## src/rtl/ring_selftest_pkg.sv

```systemverilog
// Shared types for the ring self-test: register operating modes and
// sequencer states. Assumes a 3-bit encoding is enough for both.
package ring_selftest_pkg;
    typedef enum logic [2:0] {
        RM_HOLD,
        RM_SHIFT,
        RM_GEN,
        RM_COMPACT,
        RM_CLEAR
    } reg_mode_e;

    typedef enum logic [2:0] {
        ST_IDLE,
        ST_SCAN1,
        ST_RUN1,
        ST_UNLOAD1,
        ST_RUN2,
        ST_UNLOAD2,
        ST_DONE
    } seq_state_e;
endpackage

```

## src/rtl/tst_reg.sv

```systemverilog
// Multi-mode test register: serial shift, free-running pattern generator,
// parallel-input signature compactor, clear and hold.
// Assumes W >= 2; serial data enters at bit 0 and leaves from bit W-1.
module tst_reg
    import ring_selftest_pkg::*;
#(
    parameter int          W    = 4,
    parameter logic [W-1:0] TAPS = 4'b1100
) (
    input  logic         clk,
    input  logic         rst_n,
    input  reg_mode_e    mode,
    input  logic         scan_in,
    input  logic [W-1:0] par_in,
    output logic [W-1:0] q,
    output logic         scan_out
);
    logic [W-1:0] step_val;

    // Linear recurrence shared by generator and compactor.
    always_comb step_val = {q[W-2:0], ^(q & TAPS)};

    // Register update chosen by the current mode.
    always_ff @(posedge clk) begin
        if (!rst_n) begin
            q <= '0;
        end else begin
            case (mode)
                RM_SHIFT:   q <= {q[W-2:0], scan_in};
                RM_GEN:     q <= step_val;
                RM_COMPACT: q <= step_val ^ par_in;
                RM_CLEAR:   q <= '0;
                default:    q <= q;
            endcase
        end
    end

    assign scan_out = q[W-1];

    assert_shift_path_R4: assert property (@(posedge clk) disable iff (!rst_n)
        (mode == RM_SHIFT) |=> (q == {$past(q[W-2:0]), $past(scan_in)}));

    assert_clear_empties_R6: assert property (@(posedge clk) disable iff (!rst_n)
        (mode == RM_CLEAR) |=> (q == '0));
endmodule

```

## src/rtl/example_net.sv

```systemverilog
// Small example combinational network. KIND 0 is an XOR/AND mix that
// carries an optional stuck-at override on one output; KIND 1 is an
// XNOR of neighbouring bits. Assumes W >= 3 and FAULT_BIT < W.
module example_net #(
    parameter int   W         = 4,
    parameter int   KIND      = 0,
    parameter int   FAULT_BIT = 0,
    parameter logic FAULT_VAL = 1'b1
) (
    input  logic [W-1:0] x,
    input  logic         fault_en,
    output logic [W-1:0] y
);
    logic [W-1:0] y_raw;

    generate
        for (genvar i = 0; i < W; i++) begin : g_bit
            localparam int NB1 = (i + 1) % W;
            localparam int NB2 = (i + 2) % W;
            localparam int PRV = (i + W - 1) % W;
            if (KIND == 0) begin : g_mix
                assign y_raw[i] = x[i] ^ (x[NB1] & x[NB2]);
            end else begin : g_xnor
                assign y_raw[i] = ~(x[i] ^ x[PRV]);
            end
        end
    endgenerate

    // Stuck-at override of one output wire while fault_en is high.
    always_comb begin
        y = y_raw;
        if (fault_en) y[FAULT_BIT] = FAULT_VAL;
    end
endmodule

```

## src/rtl/selftest_seq.sv

```systemverilog
// Sequencer for the two-phase ring self-test. It drives both registers'
// modes and serial inputs, counts each step, captures shifted-out
// signatures and latches pass/done. Assumes W >= 2 and run lengths >= 1.
module selftest_seq
    import ring_selftest_pkg::*;
#(
    parameter int           W        = 4,
    parameter int           RUN1_LEN = 6,
    parameter int           RUN2_LEN = 5,
    parameter logic [W-1:0] SEED1    = 4'b1000,
    parameter logic [W-1:0] SEED2    = 4'b0110,
    parameter logic [W-1:0] EXP1     = 4'b0001,
    parameter logic [W-1:0] EXP2     = 4'b0000
) (
    input  logic      clk,
    input  logic      rst_n,
    input  logic      start,
    input  logic      so_a,
    input  logic      so_b,
    output reg_mode_e mode_a,
    output reg_mode_e mode_b,
    output logic      si_a,
    output logic      si_b,
    output logic      done,
    output logic      pass1,
    output logic      pass2
);
    localparam int MAXLEN = (W > RUN1_LEN) ? ((W > RUN2_LEN) ? W : RUN2_LEN)
                                           : ((RUN1_LEN > RUN2_LEN) ? RUN1_LEN : RUN2_LEN);
    localparam int CW = $clog2(MAXLEN + 1);

    seq_state_e   state;
    logic [CW-1:0] cnt;
    logic          last;
    logic          idle_like;
    logic [W-1:0]  cap;
    logic [W-1:0]  seed_a_sh, seed_b_sh;
    logic [W-1:0]  sig_a_now, sig_b_now;

    // Final-cycle detect for the current step.
    always_comb begin
        case (state)
            ST_SCAN1, ST_UNLOAD1, ST_UNLOAD2: last = (cnt == CW'(W - 1));
            ST_RUN1: last = (cnt == CW'(RUN1_LEN - 1));
            ST_RUN2: last = (cnt == CW'(RUN2_LEN - 1));
            default: last = 1'b0;
        endcase
    end

    assign idle_like = (state == ST_IDLE) || (state == ST_DONE);

    // Step sequencing and per-step cycle counter.
    always_ff @(posedge clk) begin
        if (!rst_n) begin
            state <= ST_IDLE;
            cnt   <= '0;
        end else if (idle_like) begin
            if (start) begin
                state <= ST_SCAN1;
                cnt   <= '0;
            end
        end else if (last) begin
            cnt <= '0;
            case (state)
                ST_SCAN1:   state <= ST_RUN1;
                ST_RUN1:    state <= ST_UNLOAD1;
                ST_UNLOAD1: state <= ST_RUN2;
                ST_RUN2:    state <= ST_UNLOAD2;
                default:    state <= ST_DONE;
            endcase
        end else begin
            cnt <= cnt + 1'b1;
        end
    end

    // Seed bits presented MSB first, one per shift cycle.
    always_comb begin
        seed_a_sh = SEED1 << cnt;
        seed_b_sh = SEED2 << cnt;
    end

    // Mode and serial-input decode per step.
    always_comb begin
        mode_a = RM_HOLD;
        mode_b = RM_HOLD;
        si_a   = 1'b0;
        si_b   = 1'b0;
        case (state)
            ST_SCAN1:   begin mode_a = RM_SHIFT; si_a = seed_a_sh[W-1]; mode_b = RM_CLEAR; end
            ST_RUN1:    begin mode_a = RM_GEN;   mode_b = RM_COMPACT; end
            ST_UNLOAD1: begin mode_b = RM_SHIFT; si_b = seed_b_sh[W-1]; mode_a = RM_CLEAR; end
            ST_RUN2:    begin mode_b = RM_GEN;   mode_a = RM_COMPACT; end
            ST_UNLOAD2: begin mode_a = RM_SHIFT; end
            default:    ;
        endcase
    end

    assign sig_b_now = {cap[W-2:0], so_b};
    assign sig_a_now = {cap[W-2:0], so_a};

    // Signature capture, comparison and result latching.
    always_ff @(posedge clk) begin
        if (!rst_n) begin
            cap   <= '0;
            done  <= 1'b0;
            pass1 <= 1'b0;
            pass2 <= 1'b0;
        end else begin
            if (idle_like && start) begin
                done  <= 1'b0;
                pass1 <= 1'b0;
                pass2 <= 1'b0;
            end
            if (state == ST_UNLOAD1) begin
                cap <= sig_b_now;
                if (last) pass1 <= (sig_b_now == EXP1);
            end
            if (state == ST_UNLOAD2) begin
                cap <= sig_a_now;
                if (last) begin
                    pass2 <= (sig_a_now == EXP2);
                    done  <= 1'b1;
                end
            end
        end
    end

    assert_results_held_R9: assert property (@(posedge clk) disable iff (!rst_n)
        (done && !start) |=> (done && $stable(pass1) && $stable(pass2)));

    assert_done_from_unload_R2: assert property (@(posedge clk) disable iff (!rst_n)
        $rose(done) |-> ($past(state) == ST_UNLOAD2));

    assert_busy_start_ignored_R10: assert property (@(posedge clk) disable iff (!rst_n)
        (!idle_like && start) |=> !(state == ST_SCAN1 && cnt == '0));

    assert_restart_clears_R11: assert property (@(posedge clk) disable iff (!rst_n)
        (state == ST_DONE && start) |=> (!done && !pass1 && !pass2 && state == ST_SCAN1));
endmodule

```

## src/rtl/ring_selftest.sv

```systemverilog
// Top of the ring self-test: two test registers, two example networks in
// a ring, and the sequencer. Assumes the expected signatures match the
// chosen seeds, taps and run lengths.
module ring_selftest
    import ring_selftest_pkg::*;
#(
    parameter int           W         = 4,
    parameter logic [W-1:0] TAPS      = 4'b1100,
    parameter int           RUN1_LEN  = 6,
    parameter int           RUN2_LEN  = 5,
    parameter logic [W-1:0] SEED1     = 4'b1000,
    parameter logic [W-1:0] SEED2     = 4'b0110,
    parameter logic [W-1:0] EXP1      = 4'b0001,
    parameter logic [W-1:0] EXP2      = 4'b0000,
    parameter int           FAULT_BIT = 0,
    parameter logic         FAULT_VAL = 1'b1
) (
    input  logic clk,
    input  logic rst_n,
    input  logic start,
    input  logic inject_fault,
    output logic done,
    output logic pass1,
    output logic pass2
);
    reg_mode_e    mode_a, mode_b;
    logic         si_a, si_b, so_a, so_b;
    logic [W-1:0] q_a, q_b, net1_y, net2_y;

    tst_reg #(.W(W), .TAPS(TAPS)) reg_a_i (
        .clk(clk), .rst_n(rst_n), .mode(mode_a), .scan_in(si_a),
        .par_in(net2_y), .q(q_a), .scan_out(so_a)
    );

    tst_reg #(.W(W), .TAPS(TAPS)) reg_b_i (
        .clk(clk), .rst_n(rst_n), .mode(mode_b), .scan_in(si_b),
        .par_in(net1_y), .q(q_b), .scan_out(so_b)
    );

    example_net #(.W(W), .KIND(0), .FAULT_BIT(FAULT_BIT), .FAULT_VAL(FAULT_VAL)) net1_i (
        .x(q_a), .fault_en(inject_fault), .y(net1_y)
    );

    example_net #(.W(W), .KIND(1), .FAULT_BIT(0), .FAULT_VAL(1'b0)) net2_i (
        .x(q_b), .fault_en(1'b0), .y(net2_y)
    );

    selftest_seq #(
        .W(W), .RUN1_LEN(RUN1_LEN), .RUN2_LEN(RUN2_LEN),
        .SEED1(SEED1), .SEED2(SEED2), .EXP1(EXP1), .EXP2(EXP2)
    ) seq_i (
        .clk(clk), .rst_n(rst_n), .start(start), .so_a(so_a), .so_b(so_b),
        .mode_a(mode_a), .mode_b(mode_b), .si_a(si_a), .si_b(si_b),
        .done(done), .pass1(pass1), .pass2(pass2)
    );

    assert_roles_swap_R4: assert property (@(posedge clk) disable iff (!rst_n)
        (mode_a == RM_GEN) |-> (mode_b == RM_COMPACT));
endmodule

```

## config.mk

```make
export PLATFORM = sky130hd
export DESIGN_NAME = ring_selftest
export DESIGN_NICKNAME = d
export VERILOG_FILES = /design/src/rtl/ring_selftest_pkg.sv /design/src/rtl/tst_reg.sv /design/src/rtl/example_net.sv /design/src/rtl/selftest_seq.sv /design/src/rtl/ring_selftest.sv
export SDC_FILE = /design/constraint.sdc
export NUM_CORES = 1
export LEC_CHECK = 0
export BUFFER_PORTS_ARGS = -buffer_cell sky130_fd_sc_hd__buf_2
export CAP_MARGIN = 40
export CORE_MARGIN = 4
export CORE_UTILIZATION = 48
export CTS_CLUSTER_DIAMETER = 60
export DETAILED_ROUTE_END_ITERATION = 6
export MAX_ROUTING_LAYER = met4
export PLACE_DENSITY = 0.67
export SYNTH_ARGS = -nofsm -noshare
export SYNTH_HDL_FRONTEND = slang
export SYNTH_SLANG_ARGS = --single-unit
```

## constraint.sdc

```tcl
create_clock -name clk -period 1.6 [get_ports clk]
set_clock_uncertainty 0.2 [all_clocks]
set_input_delay 0.16 -clock clk [delete_from_list [all_inputs] [get_ports clk]]
set_output_delay 0.16 -clock clk [all_outputs]
set_load 0.1 [all_outputs]
```

==> impl_metrics.tcl <==
set metrics [dict create \
    seqCellArea_sq_um 410 \
    multi_input_area_sq_um 965 \
    status "finished with violations" \
    p_per_area_nw_per_um2 776 \
    start_kind "flop" \
    grt_pass1_wl_mm 5.64 \
    clock_sinks 20 \
    finalWorstSetupSlack_ns -0.103 \
    vdd_drop_max_mv 0.546 \
    violations "negative setup slack" \
    path_depth 4 \
    arrival_ns 1.74 \
    ant_nets 0 \
    final_nets 205 \
    netlist_area_sq_um 1370 \
    die_w_microns 61.4 \
    firstDrtPassIters 4 \
    dpl.cell_count 222 \
    setup_violations 3 \
    synth_xor_area_frac 0.0576 \
    globalRouteTotalUtil 0.204 \
    whs_path_depth 5 \
    synth_fa_ha_area_frac 0.0274 \
    numCtsBuffers 3 \
    seq_area_frac_synth 0.293 \
    clockBufferDepth 2 \
    ys_warn_count 0 \
    async_reset_ff_frac 0 \
    top_layer_used "met4" \
    gr-total-overflow 0 \
    clk_pin_slew_ns 0.13 \
    num_rows 19 \
    critPathMaxStageDelay_ns 0.37 \
    drt_iter0_drc 86 \
    synth_edf_count 0 \
    core_area_sq_um 2730 \
    worstSetupPathType "reg -> reg" \
    io_buffers 6 \
    synth-compound-area-share 0.253 \
    die_y_microns 61.4 \
    path_common_cell "a211o_1" \
    fmax_mhz 587 \
    syn-num-nets 182 \
    routed-wl-met2_mm 1.76 \
    antenna_cells 0 \
    hold_viol 0 \
    synth_top_family_by_area "compound AO/OA/AOI/OAI gates" \
    drt_wl_total_mm 3.46 \
    ys.flop_type "dfxtp_1" \
    rsz0062_at_grt "yes" \
    die_area_sq_um 3770 \
    syn_area_per_cell_sq_um 7.82 \
    synth-seq-cells 20 \
    routedWlPerCell_microns 15.2 \
    cts_tree "yes" \
    syn2layout_area_growth_pct 31.0 \
    ios 7 \
    finalCritPeriodShare 1.06 \
    post-dp-hpwl_mm 2.42 \
    synthDistinctLibCells 50 \
    cp_slowest_cell "or3b_1" \
    grt_max_degree 24 \
    setup_tns_ns -0.156 \
    reg2reg_depth 4 \
    post_drt_via_cell_ratio 5.98 \
    path_cells "or3b_1 > a211o_1 > a211o_1 > a21oi_2" \
    cp.required_ns 1.64 \
    critPathMaxFanout 5 \
    period_needed_ns 1.70 \
    drv_cap 0 \
    clock_latency_ns 0.30 \
    grt_pass1_vias 1277 \
    max-slew-margin-rel 0.676 \
    wl_met1_mm 1.51 \
    fillers 232 \
    maxSlewViolCount 0 \
    layout_commonest_cell "buf_4" \
    netlist_instances 175 \
    cts_max_level 1 \
    antenna_found_initial 0 \
    synthSimpleGateAreaFrac 0.247 \
    endpoint_kind "flop" \
    vias 1363 \
    layout_common_cells "22 x buf_4, 13 x nand2_1, 12 x a21oi_1, 12 x dfxtp_1, 10 x nor2_1" \
    worstMarginPinSlew_ns 0.489 \
    hold_class "in -> reg" \
    root_buffer "clkbuf_4" \
    leakagePower_nw 0.700 \
    cp_num_buf_inv 0 \
    stdcell_count 228 \
    drc 0 \
    cp_top_family "compound AO/OA/AOI/OAI gates" \
    start_util 0.501 \
    dp_worst_setup_slack_ns -0.111 \
    wl_met3_microns 137 \
    place_congestion 0.939 \
    drive_gt1_frac 0.335 \
    synthMuxAreaShare 0.0512 \
]
-- logic make-up after synthesis --
logic type / count (synthesis)
xor+xnor: 9
mux: 7
compound gates: 51
simple gates: 61
fa+ha+maj: 3
buf+inv: 24
flops: 20
-- area by class of cell --
class | count | share of cell area
multi-input cells | 131 | 0.538
flip-flops and latches | 20 | 0.229
repair buffers | 34 | 0.165
inverters | 8 | 0.0167
clock inverters | 1 | 0.0167
clock buffers | 3 | 0.0126
well taps | 31 | 0.0216
-- registers in the layout, summed over array words and instances (netlist names), named ones only --
register	cells
reg_a_i.q	4
reg_b_i.q	4
seq_i.cap	3
seq_i.cnt	3
seq_i.done	1
seq_i.pass1	1
seq_i.pass2	1
seq_i.state	2
-- report_power, final --
group,internal [mW],switching [mW],leakage [nW]
logic,0.209,0.193,0.506
registers,0.530,0.0429,0.166
clock network,0.253,0.164,0.0279
total,0.991,0.400,0.700
-- final timing paths --
check,slack (ns),startpoint,end
worst max-delay path,-0.10,seq_i.cnt[0]$_SDFFE_PN0P_,seq_i.state[0]$_SDFFE_PN0P_
worst min-delay path,0.07,rst_n,seq_i.pass1$_SDFF_PN0_
worst max register to register,-0.10,seq_i.cnt[0]$_SDFFE_PN0P_,seq_i.state[0]$_SDFFE_PN0P_
worst min register to register,0.28,seq_i.pass1$_SDFF_PN0_,seq_i.pass1$_SDFF_PN0_
-- synth_stat cells (all sizes together) (2+ instances only) --
cell | n | area [sq um]
nand3 | 4 | 20.0
a211oi | 3 | 22.5
nor2 | 11 | 41.3
mux2i | 7 | 70.1
nand2b | 6 | 37.5
nor4 | 2 | 12.5
o22ai | 3 | 18.8
xnor2 | 7 | 61.3
clkbuf | 8 | 30.0
nand3b | 3 | 22.5
ha | 3 | 37.5
a22o | 2 | 17.5
buf | 8 | 37.5
nor2b | 5 | 31.3
nand2 | 13 | 48.8
xor2 | 2 | 17.5
inv | 8 | 30.0
a211o | 2 | 17.5
nor3b | 3 | 22.5
a21oi | 13 | 68.8
and3b | 2 | 20.0
nor3 | 7 | 35.0
o21ai | 10 | 50.0
dfxtp | 20 | 400
-- worst register-to-register path, stage by stage, from the launching register on --
cell and delay (ns):
dfxtp_2 0.35, or3b_1 0.37, a211o_1 0.32, a211o_1 0.29
a21oi_2 0.12
-- repair_timing --
item	in CTS	in global routing
hold buffers	1	0
setup buffers	0	0
endpoints found under the setup margin	7	16
hold endpoints to repair	1	0
cloned	0	1
gates resized for setup	5	21
pin swaps	3	4
-- routing by layer --
metal / vias to the layer above / track usage
met4: 0 / 0.0667
met1: 640 / 0.247
met3: 8 / 0.0210
li1: 676 / -
met2: 39 / 0.352
met5: - / -
-- through the flow --
stage                     instance area (sq um)  power [mW]  utilization  hold slack [ns]
after floorplan                            1380       0.823            -           0.0912
after global placement                     1590       0.929        0.583            0.228
after detailed placement                   1590       0.940        0.583            0.241
after CTS                                  1680        1.37        0.614           0.0634
after global routing                       1790        1.47        0.656           0.0673
final                                      1790        1.39        0.656           0.0737
(Power assumes the default switching activity.)
